`config.mk`:
```
export PLATFORM = sky130hd
export DESIGN_NAME = cap_timer
export DESIGN_NICKNAME = d
export VERILOG_FILES = /design/src/rtl/cap_timer_pkg.sv /design/src/rtl/cap_sync.sv /design/src/rtl/down_counter.sv /design/src/rtl/cap_timer.sv
export SDC_FILE = /design/constraint.sdc
export NUM_CORES = 1
export LEC_CHECK = 0
export BUFFER_PORTS_ARGS = -buffer_cell sky130_fd_sc_hd__buf_2
export CAP_MARGIN = 20
export CELL_PAD_IN_SITES_DETAIL_PLACEMENT = 2
export CELL_PAD_IN_SITES_GLOBAL_PLACEMENT = 2
export CORE_ASPECT_RATIO = 1.75
export CORE_MARGIN = 2
export CORE_UTILIZATION = 34
export DETAILED_ROUTE_END_ITERATION = 10
export GPL_TIMING_DRIVEN = 0
export HOLD_SLACK_MARGIN = 0.06
export PLACE_DENSITY = 0.85
export SLEW_MARGIN = 40
export SYNTH_ARGS = -nofsm -noshare
export SYNTH_HDL_FRONTEND = slang
export SYNTH_HIERARCHICAL = 1
export SYNTH_SLANG_ARGS = --single-unit
```
`constraint.sdc`:
```
create_clock -name clk_i -period 2.73 [get_ports clk_i]
set_clock_uncertainty 0.05 [all_clocks]
set_input_delay 0.1365 -clock clk_i [delete_from_list [all_inputs] [get_ports clk_i]]
set_output_delay 0.1365 -clock clk_i [all_outputs]
set_load 0.05 [all_outputs]
```
`src/rtl/cap_timer_pkg.sv`:
```
package cap_timer_pkg;
  localparam int unsigned CTRL_W = 4;

  typedef struct packed {
    logic ie_unf;
    logic ie_cap;
    logic free_run;
    logic run;
  } ctrl_t;
endpackage

```
`src/rtl/cap_sync.sv`:
```
module cap_sync #(
  parameter int unsigned STAGES = 2
) (
  input  logic clk_i,
  input  logic rst_ni,
  input  logic async_i,
  output logic rise_o
);
  logic [STAGES:0] sh_q;

  for (genvar g = 0; g <= STAGES; g++) begin : g_stage
    if (g == 0) begin : g_first
      always_ff @(posedge clk_i or negedge rst_ni)
        if (!rst_ni) sh_q[0] <= 1'b0;
        else         sh_q[0] <= async_i;
    end else begin : g_next
      always_ff @(posedge clk_i or negedge rst_ni)
        if (!rst_ni) sh_q[g] <= 1'b0;
        else         sh_q[g] <= sh_q[g-1];
    end
  end

  // last stage only holds the previous synchronized level
  assign rise_o = sh_q[STAGES-1] & ~sh_q[STAGES];

  a_r4_single_edge: assert property (@(posedge clk_i) disable iff (!rst_ni)
    rise_o |=> !rise_o);
endmodule

```
`src/rtl/down_counter.sv`:
```
module down_counter #(
  parameter int unsigned WIDTH = 16
) (
  input  logic             clk_i,
  input  logic             rst_ni,
  input  logic             run_i,
  input  logic             tick_i,
  input  logic             start_i,
  input  logic             reload_i,
  output logic [WIDTH-1:0] cnt_o,
  output logic             unf_o
);
  localparam logic [WIDTH-1:0] ALL_ONES = '1;

  logic [WIDTH-1:0] cnt_q;

  assign unf_o = run_i & tick_i & ~start_i & (cnt_q == '0);

  always_ff @(posedge clk_i or negedge rst_ni) begin
    if (!rst_ni)                cnt_q <= '0;
    else if (start_i)           cnt_q <= ALL_ONES;
    else if (run_i && reload_i) cnt_q <= ALL_ONES;
    else if (run_i && tick_i)   cnt_q <= (cnt_q == '0) ? ALL_ONES : cnt_q - 1'b1;
  end

  assign cnt_o = cnt_q;

  a_r2_hold: assert property (@(posedge clk_i) disable iff (!rst_ni)
    (!start_i && !reload_i && !(run_i && tick_i)) |=> $stable(cnt_q));
  a_r2_dec: assert property (@(posedge clk_i) disable iff (!rst_ni)
    (run_i && tick_i && !start_i && !reload_i && cnt_q != '0)
      |=> cnt_q == WIDTH'($past(cnt_q) - 1'b1));
  a_r6_wrap: assert property (@(posedge clk_i) disable iff (!rst_ni)
    unf_o |=> cnt_q == ALL_ONES);
  a_r5_reload: assert property (@(posedge clk_i) disable iff (!rst_ni)
    (run_i && reload_i) |=> cnt_q == ALL_ONES);
endmodule

```
`src/rtl/cap_timer.sv`:
```
module cap_timer
  import cap_timer_pkg::*;
#(
  parameter int unsigned CNT_W    = 16,
  parameter int unsigned SYNC_STG = 2
) (
  input  logic              clk_i,
  input  logic              rst_ni,
  input  logic              tick_i,
  input  logic              cap_i,
  input  logic              wr_i,
  input  logic [CTRL_W-1:0] wr_data_i,
  output logic [CNT_W-1:0]  count_o,
  output logic [CNT_W-1:0]  meas_o,
  output logic              irq_cap_o,
  output logic              irq_unf_o
);
  localparam logic [CNT_W-1:0] ALL_ONES = '1;

  ctrl_t            ctrl_q, wr_ctrl;
  logic             cap_rise, cap_fire, start, unf;
  logic [CNT_W-1:0] cnt;
  logic [CNT_W-1:0] meas_q;
  logic             irq_cap_q, irq_unf_q;

  assign wr_ctrl = ctrl_t'(wr_data_i);

  always_ff @(posedge clk_i or negedge rst_ni)
    if (!rst_ni)   ctrl_q <= '0;
    else if (wr_i) ctrl_q <= wr_ctrl;

  // only a stopped-to-running write reinitialises the count
  assign start    = wr_i & wr_ctrl.run & ~ctrl_q.run;
  assign cap_fire = cap_rise & ctrl_q.run;

  cap_sync #(.STAGES(SYNC_STG)) u_sync (
    .clk_i   (clk_i),
    .rst_ni  (rst_ni),
    .async_i (cap_i),
    .rise_o  (cap_rise)
  );

  down_counter #(.WIDTH(CNT_W)) u_cnt (
    .clk_i    (clk_i),
    .rst_ni   (rst_ni),
    .run_i    (ctrl_q.run),
    .tick_i   (tick_i),
    .start_i  (start),
    .reload_i (cap_fire & ~ctrl_q.free_run),
    .cnt_o    (cnt),
    .unf_o    (unf)
  );

  always_ff @(posedge clk_i or negedge rst_ni) begin
    if (!rst_ni) begin
      meas_q    <= '0;
      irq_cap_q <= 1'b0;
      irq_unf_q <= 1'b0;
    end else begin
      if (cap_fire) meas_q <= cnt;
      irq_cap_q <= cap_fire & ctrl_q.ie_cap;
      irq_unf_q <= unf & ctrl_q.ie_unf;
    end
  end

  assign count_o   = cnt;
  assign meas_o    = meas_q;
  assign irq_cap_o = irq_cap_q;
  assign irq_unf_o = irq_unf_q;

  a_r8_cap_pulse: assert property (@(posedge clk_i) disable iff (!rst_ni)
    irq_cap_o |=> !irq_cap_o);
  a_r7_unf_pulse: assert property (@(posedge clk_i) disable iff (!rst_ni)
    irq_unf_o |=> !irq_unf_o);
  a_r7_unf_full: assert property (@(posedge clk_i) disable iff (!rst_ni)
    irq_unf_o |-> count_o == ALL_ONES);
  a_r10_idle_meas: assert property (@(posedge clk_i) disable iff (!rst_ni)
    !ctrl_q.run |=> ($stable(meas_o) && !irq_cap_o));
endmodule

```
==> impl_metrics.ini, run 1 <==
[clock_network]
postCtsSetupBuffers = 0
clock-root-buffer = clkbuf_8
insertion_delay_ns = 0.30
cts_tree = done
cts.path.max_buffers = 2
cts_buffers = 5
clk_pin_slew_ns = 0.08
numClockSinks = 41
cts_max_level = 2

[place]
place_hpwl_microns = 3550
io_buffer_count = 42
place_ws_ns = 0.168
gp_congestion = 0.751

[worst_setup_path]
worstPathRequired_ns = 2.92
critPathMaxFanout = 10
r2r-start = u_sync/sh_q[2]
worst_setup_path_end_kind = flip-flop
r2r_slack_ns = 0.17
arrival_ns = 2.75
cp-start-kind = flip-flop
crit_type = reg2reg
worstSetupStartpoint = u_sync/sh_q[2]
worstReg2RegEnd = u_cnt/cnt_o[12]
r2r_cells = 9
crit_end = u_cnt/cnt_o[12]

[pwr]
vdd_drop_max_mv = 0.351
p_per_area_nw_per_um2 = 665
p_leak_nw = 0.903

[route]
vias = 1471
routedWlPerCell_microns = 19.6
dr.pass1.iters = 6
drt-initial-drc-count = 36
via_per_inst = 5.57
drc = 0
routed_wl_microns = 5180
ant_nets = 0

[grt]
antenna_found_initial = 0
grt_pass1_wl_microns = 8380
grt_max_degree = 42
track_usage = 0.187
first_global_vias = 1643
grt_overflow = 0

[synth]
synth_ff_type = dfrtp_1
yosysSeqAreaShare = 0.552
yosysUniqueCellTypes = 35
synth_edf_count = 0
yosys_warnings = 6
syn_nets = 164
async_flop_share = 1.00
ys_ff_latch = 41
avgSynthCellArea_sq_um = 12.1
synth_area_sq_um = 1860
syn_inst = 153

[finish]
diodes = 0
final_layout_size_suffix_gt1_frac = 0.368
fin_nets = 220
area_growth_pct = 25.0

[hold_path]
min_path_type = in2reg
worstHoldStart = wr_i

[timing]
fin_crit_ns = 2.56
worst_pin_slew_ns = 0.631
post-route-period-util = 0.937
finalSetupTns_ns = 0
finalHoldViolCount = 0
slew_headroom = 0.576
fin_ws_ns = 0.171
rsz0062_at_grt = no
setup_violations = 0
maxSlewViolCount = 0
fmax_ghz = 0.391

[floorplanning]
initial_core_util = 0.354
rows = 35
die_y_microns = 102
die_w_microns = 59.9
die_area_sq_um = 6100
design.core.area_sq_um = 5260
io_pins = 43

[run_status]
outcome = completed

[job]
max_cap_violations = 0
-- how the worst min path moves through the flow --
stage	endpoint	cells past startpoint	slack [ns]
2_1_floorplan	ctrl_q[0]	0	-0.21
3_3_place_gp	u_sync/sh_q[0]	1	0.20
3_5_place_dp	meas_o[11]	1	0.11
4_1_cts	ctrl_q[1]	2	0.11
5_1_grt	ctrl_q[1]	2	0.12
6_report	ctrl_q[1]	2	0.11
-- cell usage after synthesis, drive strengths merged (2+ instances only) --
cell	n	area, sq um
nand2	9	41.3
nor4	4	25.0
or4	6	45.0
inv	3	11.3
or4b	3	30.0
buf	2	16.3
o41ai	4	35.0
nor2	9	33.8
clkbuf	5	18.8
ha	2	25.0
nand3	10	50.1
dfrtp	41	1030
or2	3	18.8
o31ai	4	30.0
a31oi	2	12.5
mux2	19	248
nor3	3	15.0
a21oi	2	10.0
xnor2	4	35.0
or3	6	42.5
o21ai	4	20.0
-- critical path, cell delays in order, from the launching register on --
cell,delay [ns]
dfrtp_1,0.41
nor2b_4,0.14
nand2_4,0.10
buf_6,0.19
nor2_2,0.18
nor3_1,0.16
or4_1,0.50
buf_2,0.19
or4b_1,0.48
nand3_1,0.09
-- final cells by class --
| class | count | area (sq um) |
|---|---|---|
| buffer | 7 | 35.0 |
| clock buffer | 5 | 68.8 |
| clock inverter | 2 | 35.0 |
| fill | 551 | 2930 |
| inverter | 3 | 11.3 |
| multi-input combinational | 102 | 795 |
| sequential | 41 | 1030 |
| tap | 55 | 68.8 |
| timing repair buffer | 49 | 283 |
-- metrics by stage --
step	util	hold WS [ns]	total power [mW]	area, sq um	cells
final	0.442	0.109	1.54	2320	264
after floorplan	-	-0.209	0.965	1860	153
after global placement	0.407	0.199	1.05	2140	250
after global routing	0.442	0.116	1.61	2320	264
after detailed placement	0.407	0.107	1.07	2140	250
after CTS	0.440	0.108	1.55	2310	264
-- cells in the final DEF (no fill, tap or decap), drive strengths merged, types with 6 or more instances in the layout --
| master | count |
|---|---|
| or4 | 6 |
| nand3 | 10 |
| nor2 | 9 |
| clkbuf | 10 |
| dlygate4sd3 | 7 |
| nand2 | 9 |
| mux2 | 19 |
| dfrtp | 41 |
| buf | 44 |
| or3 | 6 |
-- report_power, final --
part	internal (mW)	switching, mW	total, mW
Sequential	0.658	0.0465	0.705
Combinational	0.109	0.248	0.357
Clock	0.266	0.216	0.482
Total	1.03	0.510	1.54
-- state kept, by name (all words and copies together) (netlist names) --
| register | cells |
|---|---|
| ctrl_q | 4 |
| irq_cap_o | 1 |
| irq_unf_o | 1 |
| meas_o | 16 |
| u_cnt/cnt_o | 16 |
| u_sync/sh_q | 3 |
-- routing by layer --
layer,GRT usage,share of wire
met1,0.205,0.38
met2,0.333,0.57
met3,0.0332,0.025
met4,0.0889,0.023
met5,0,0
-- logic make-up (layout without fill, tap and decap cells) --
| logic type | count (synthesis) | count (layout) | synth area share |
|---|---|---|---|
| AND/OR/NAND/NOR | 58 | 58 | 0.187 |
| flip-flops | 41 | 41 | 0.552 |
| multiplexers | 19 | 19 | 0.133 |
| AO/OA/AOI/OAI | 18 | 18 | 0.0660 |
| buffers and inverters | 10 | 66 | 0.0249 |
| XOR/XNOR | 5 | 5 | 0.0236 |
| adder cells (fa/ha/maj) | 2 | 2 | 0.0135 |
-- repair_timing --
action	4_1_cts	5_1_grt
gates resized for setup	0	2
hold endpoints to repair	46	0
endpoints found under the setup margin	0	13
hold buffers	7	0
(Power assumes the default switching activity.)
==> run 2: changes to the inputs <==
--- a/config.mk
+++ b/config.mk
@@ -5,18 +5,18 @@
 export SDC_FILE = /design/constraint.sdc
 export NUM_CORES = 1
 export LEC_CHECK = 0
+export ABC_AREA = 1
 export BUFFER_PORTS_ARGS = -buffer_cell sky130_fd_sc_hd__buf_2
 export CAP_MARGIN = 20
 export CELL_PAD_IN_SITES_DETAIL_PLACEMENT = 2
 export CELL_PAD_IN_SITES_GLOBAL_PLACEMENT = 2
 export CORE_ASPECT_RATIO = 1.75
 export CORE_MARGIN = 2
-export CORE_UTILIZATION = 34
+export CORE_UTILIZATION = 32
 export DETAILED_ROUTE_END_ITERATION = 10
 export GPL_TIMING_DRIVEN = 0
 export HOLD_SLACK_MARGIN = 0.06
-export PLACE_DENSITY = 0.85
-export SLEW_MARGIN = 40
+export PLACE_DENSITY = 0.86
 export SYNTH_ARGS = -nofsm -noshare
 export SYNTH_HDL_FRONTEND = slang
 export SYNTH_HIERARCHICAL = 1
==> run 2 against run 1 <==
Against the previous run: final cell count increased by 41%; count of clock-buffer cells in the layout unchanged; critical path type unchanged; first-iteration DRC count increased by 50%; die area increased by 17%; non-clock buffer count is 1 lower; synthesized cell count is 54% higher; critical path depth is 2 higher.
==> impl_metrics.ini, run 2 <==
[worst_setup_path]
arrival_ns = 2.22
crit_type = reg2reg
worst_setup_path_end_kind = flip-flop
max_stage_delay_ns = 0.36
worstPathRequired_ns = 2.87
crit_buf_inv = 3
critical_path.top_delay_family = simple AND/OR/NAND/NOR gates
crit_chain = inv_1 > nor2_2 > buf_6 > nand2_8 > buf_8 > nor2_2 > nand2_1 > nand3_2 > nand3b_1 > o21ai_0 > nand3_2
cpMaxStageDelayCell = dfrtp_1
critPathMaxFanout = 10
cp-start-kind = flip-flop

[finish]
fill_cells = 712
diodes = 0
layout_commonest_cell = nand2_1
seqCellArea_sq_um = 1030
layout_common_cells = 65 x nand2_1, 42 x buf_2, 41 x dfrtp_1
area_growth_pct = 22.1
final_layout_size_suffix_gt1_frac = 0.289
fin_nets = 301
multi_input_area_sq_um = 853

[grt]
grt_max_degree = 42
track_usage = 0.190
grt_overflow = 0
grt_pass1_wl_microns = 10200
first_global_vias = 2019
antenna_found_initial = 0

[clock_network]
numClockSinks = 41
cts_buffers = 5
clk_pin_slew_ns = 0.09
cts_max_level = 2
hold_buffers = 6
insertion_delay_ns = 0.30
cts.path.max_buffers = 2
cts_tree = done
clock-root-buffer = clkbuf_8
post_cts_resize_count = 0
postCtsSetupBuffers = 0

[synth]
async_flop_share = 1.00
synth_edf_count = 0
yosys_warnings = 6
synth.top_cells.by_area = dfrtp_1 50%, nand2_1 12%, nand3_1 6.1%
yosysSeqAreaShare = 0.497
ys_ff_latch = 41
syn_nets = 246
synth_area_sq_um = 2070
syn_inst = 235
netlist_top_cells_count = 65 x nand2_1, 41 x dfrtp_1, 27 x inv_1, 25 x nand3_1, 15 x nor2_1
yosysUniqueCellTypes = 22
avgSynthCellArea_sq_um = 8.79
yosys.area.top_type = dfrtp_1
synth_ff_type = dfrtp_1
synth.top_cell.area_share = 0.497
synth.most_common_cell = nand2_1

[hold_path]
min_path_type = in2reg

[timing]
finalSetupTns_ns = 0
fin_crit_ns = 2.08
maxSlewViolCount = 0
rsz0062_at_grt = no
finalHoldViolCount = 0
worst_pin_slew_ns = 0.973
slew_headroom = 0.351
fmax_ghz = 0.480
setup_violations = 0
post-route-period-util = 0.762

[pwr]
p_seq_frac = 0.440
vdd_drop_max_mv = 0.203
report.power.total_mw = 1.68
p_leak_nw = 1.23
p_clk_frac = 0.243
p_per_area_nw_per_um2 = 667
pwr-share-comb = 0.318
swShare = 0.415
p_int_mw = 0.985
p_sw_mw = 0.698

[floorplanning]
die_y_microns = 110
die_area_sq_um = 7140
initial_core_util = 0.332
die_w_microns = 64.7
io_pins = 43
design.core.area_sq_um = 6230
rows = 38

[route]
routed_wl_microns = 6120
vias = 1837
ant_nets = 0
via_per_inst = 4.95
drt-initial-drc-count = 54
drc = 0
routedWlPerCell_microns = 16.5
dr.pass1.iters = 4

[job]
max_cap_violations = 0

[run_status]
outcome = completed

[place]
io_buffer_count = 42
place_hpwl_microns = 4500
gp_congestion = 0.810
run 2: worst paths after layout:
| kind | from | endpoint | slack (ns) | depth (start not counted) |
|---|---|---|---|---|
| setup / recovery | u_sync/sh_q[1] | u_cnt/cnt_o[11] | 0.65 | 11 |
| hold / removal | wr_i | ctrl_q[2] | 0.1 | 2 |
| setup reg to reg | u_sync/sh_q[1] | u_cnt/cnt_o[11] | 0.65 | 11 |
| hold reg to reg | u_sync/sh_q[0] | u_sync/sh_q[1] | 0.31 | 0 |
| max in group asynchronous | rst_ni | meas_o[1] | 1.55 | 2 |
| min in group asynchronous | rst_ni | u_cnt/cnt_o[5] | 0.47 | 2 |
run 2: power by group through the flow:
stage	Sequential [mW]	Clock, mW	Combinational, mW
2_1_floorplan	1.00	0	0.136
3_3_place_gp	0.752	0	0.520
3_5_place_dp	0.755	0	0.534
4_1_cts	0.744	0.428	0.543
5_1_grt	0.754	0.447	0.575
6_report	0.740	0.409	0.535
run 2: kinds of logic after synthesis:
kind of cell               count (synthesis)  share of synthesized area
AOI/OAI and AO/OA                         14                     0.0363
adders and majority gates                  2                     0.0121
buffers and inverters                     34                     0.0902
DFF                                       41                      0.497
and+or+nand+nor                          144                      0.365
run 2: worst register-to-register path, cell delays in order, from the launching register on:
cell      delay (ns)
dfrtp_1         0.36
inv_1           0.05
nor2_2          0.09
buf_6           0.16
nand2_8         0.08
buf_8           0.15
nor2_2          0.08
nand2_1         0.09
nand3_2         0.22
nand3b_1        0.25
o21ai_0         0.30
nand3_2         0.08
run 2: layout make-up:
| type | count | share of cell area |
|---|---|---|
| Tap cell | 80 | 0.0397 |
| Sequential cell | 41 | 0.407 |
| Timing Repair Buffer | 48 | 0.107 |
| Clock buffer | 5 | 0.0273 |
| Inverter | 27 | 0.0402 |
| Buffer | 7 | 0.0337 |
| Multi-Input combinational cell | 160 | 0.338 |
| Clock inverter | 3 | 0.00694 |
run 2: layer usage:
layer,share of wire,vias up,GRT usage
li1,-,856,-
met1,0.38,945,0.210
met2,0.58,30,0.365
met3,0.022,6,0.0244
met4,0.015,0,0.0638
met5,0,-,0
run 2: metrics by stage:
| stage | util | setup slack, ns | std cells | hold slack, ns | area, sq um |
|---|---|---|---|---|---|
| floorplan | - | 1.01 | 235 | -0.209 | 2070 |
| global placement | 0.381 | 0.778 | 357 | 0.196 | 2380 |
| detailed placement | 0.381 | 0.665 | 357 | 0.199 | 2380 |
| CTS | 0.405 | 0.639 | 371 | 0.0911 | 2520 |
| global route | 0.405 | 0.523 | 371 | 0.128 | 2520 |
| finish | 0.405 | 0.648 | 371 | 0.0960 | 2520 |
==> run 3: changes to the inputs <==
--- a/config.mk
+++ b/config.mk
@@ -12,11 +12,11 @@
 export CELL_PAD_IN_SITES_GLOBAL_PLACEMENT = 2
 export CORE_ASPECT_RATIO = 1.75
 export CORE_MARGIN = 2
-export CORE_UTILIZATION = 32
+export CORE_UTILIZATION = 29
 export DETAILED_ROUTE_END_ITERATION = 10
 export GPL_TIMING_DRIVEN = 0
 export HOLD_SLACK_MARGIN = 0.06
-export PLACE_DENSITY = 0.86
+export PLACE_DENSITY = 0.83
 export SYNTH_ARGS = -nofsm -noshare
 export SYNTH_HDL_FRONTEND = slang
 export SYNTH_HIERARCHICAL = 1
==> constraint.sdc (replaced) <==
create_clock -name clk_i -period 1.8 [get_ports clk_i]
set_clock_uncertainty 0.05 [all_clocks]
set_input_delay 0.09 -clock clk_i [delete_from_list [all_inputs] [get_ports clk_i]]
set_output_delay 0.09 -clock clk_i [all_outputs]
set_load 0.05 [all_outputs]
==> run 3 against run 2 <==
Against the previous run: global-route usage shrank 0.19 points; non-clock buffer count grew 12; critical path type unchanged; via count grew 1.6%; fmax grew 20%; critical endpoint is now u_cnt/cnt_o[7]; count of clock-buffer cells in the layout is the same; sequential share of layout area shrank 2.8 points; utilization shrank 1.3 points; flip-flop and latch count is the same.
==> impl_metrics.ini, run 3 (same netlist as run 2, synthesis figures left out) <==
[pwr]
p_per_area_nw_per_um2 = 1070
p_leak_nw = 1.32
vdd_drop_max_mv = 0.752

[floorplanning]
rows = 40
die_w_microns = 67.8
initial_core_util = 0.299
design.core.area_sq_um = 6910
io_pins = 43
die_area_sq_um = 7840
die_y_microns = 116

[grt]
grt_overflow = 0
grt_max_degree = 42
track_usage = 0.188
grt_pass1_wl_microns = 10700
antenna_found_initial = 0
first_global_vias = 2082

[hold_path]
hold_depth = 2
min_delay_worst_endpoint = ctrl_q[1]
min_path_type = in2reg
worstHoldStart = wr_i

[route]
dr.pass1.iters = 4
drt-initial-drc-count = 71
ant_nets = 0
vias = 1866
routedWlPerCell_microns = 18.0
routed_wl_microns = 6980
drc = 0
via_per_inst = 4.82

[timing]
setup_violations = 0
worst_pin_slew_ns = 0.966
maxSlewViolCount = 0
finalSetupTns_ns = 0
fin_crit_ns = 1.74
finalHoldViolCount = 0
fmax_ghz = 0.576
fin_ws_ns = 0.0632
slew_headroom = 0.356
timing.hold.ws_ns = 0.0752
rsz0062_at_grt = yes
post-route-period-util = 0.965

[place]
place_hpwl_microns = 4770
post_dp_cell_area_sq_um = 2380
gp_congestion = 0.755
io_buffer_count = 42
place_ws_ns = -0.239
placed_cells = 361

[worst_setup_path]
cp-start-kind = flip-flop
r2r_cells = 9
crit_type = reg2reg
arrival_ns = 1.92
r2r_slack_ns = 0.06
r2r-start = u_sync/sh_q[2]
critPathMaxFanout = 8
worstPathRequired_ns = 1.98
worstReg2RegEnd = u_cnt/cnt_o[7]
worst_setup_path_end_kind = flip-flop

[finish]
fin_area_sq_um = 2710
fin_nets = 313
layout_commonest_cell = nand2_1
layout_common_cells = 62 x nand2_1, 42 x buf_2, 41 x dfrtp_1
diodes = 0
final_layout_size_suffix_gt1_frac = 0.340
layoutNonFillerInstCount = 387
area_growth_pct = 31.1

[clock_network]
numClockSinks = 41
cts_max_level = 2
cts.path.max_buffers = 2
cts_tree = done
cts_buffers = 5
clock-root-buffer = clkbuf_16
insertion_delay_ns = 0.29
clk_pin_slew_ns = 0.06

[run_status]
outcome = completed

[job]
max_cap_violations = 0
-- run 3: cell count changes in the layout (fill, tap and decap cells not counted), sizes merged --
cell,previous run,this run
buf,48,60
clkbuf,6,5
dlygate4sd3,6,7
-- run 3: routing by layer --
metal,up-vias,track usage,share of wire
li1,880,-,-
met1,941,0.195,0.37
met2,36,0.354,0.58
met3,9,0.0291,0.022
met4,0,0.0867,0.029
met5,-,0,0
-- run 3: per-stage QoR --
| step | power [mW] | util |
|---|---|---|
| after floorplan | 1.72 | - |
| after global placement | 1.93 | 0.345 |
| after detailed placement | 1.96 | 0.345 |
| after CTS | 2.89 | 0.381 |
| after global routing | 3.03 | 0.392 |
| final | 2.89 | 0.392 |
-- run 3: worst max path at each step --
stage              startpoint         endpoint  slack [ns]  cells after the start
2_1_floorplan  u_cnt/cnt_o[0]  u_cnt/cnt_o[11]        0.08                      9
3_3_place_gp   u_sync/sh_q[2]  u_cnt/cnt_o[11]       -0.17                     10
3_5_place_dp   u_sync/sh_q[1]   u_cnt/cnt_o[9]       -0.24                     11
4_1_cts        u_cnt/cnt_o[0]  u_cnt/cnt_o[12]        0.01                      9
5_1_grt        u_sync/sh_q[1]   u_cnt/cnt_o[7]       -0.03                     10
6_report       u_sync/sh_q[2]   u_cnt/cnt_o[7]        0.06                      9
-- run 3: area by class of cell --
type                    instances  area, sq um
plain buffers                   6         71.3
multi-input cells             160          892
flip-flops and latches         41         1030
fillers                       783         4200
repair buffers                 61          370
well taps                      84          105
clock inverters                 3         17.5
clock buffers                   5          125
inverters                      27          101
-- run 3: worst max-delay path, cell delays in order, from the launching register on --
cell and delay (ns):
dfrtp_1 0.37, nor2_2 0.12, buf_6 0.12, nand2_8 0.07, nor2_4 0.09, nand2_2 0.09
nand3_4 0.13, nand3b_1 0.24, or2_1 0.31, nand3_2 0.07
-- run 3: timing repair --
action                                  in CTS  in global routing
resized for setup                            6                  9
hold endpoints to repair                    46                  0
endpoints found under the setup margin      14                 14
gates cloned                                 0                  0
setup buffers                                6                  7
hold buffers                                 7                  0
pin swaps                                    3                  9
-- run 3: power by group --
| group | switching (mW) | internal [mW] | leakage (nW) | total, mW |
|---|---|---|---|---|
| logic | 0.653 | 0.210 | 0.807 | 0.862 |
| registers | 0.0890 | 1.04 | 0.442 | 1.13 |
| clock network | 0.385 | 0.509 | 0.0696 | 0.894 |
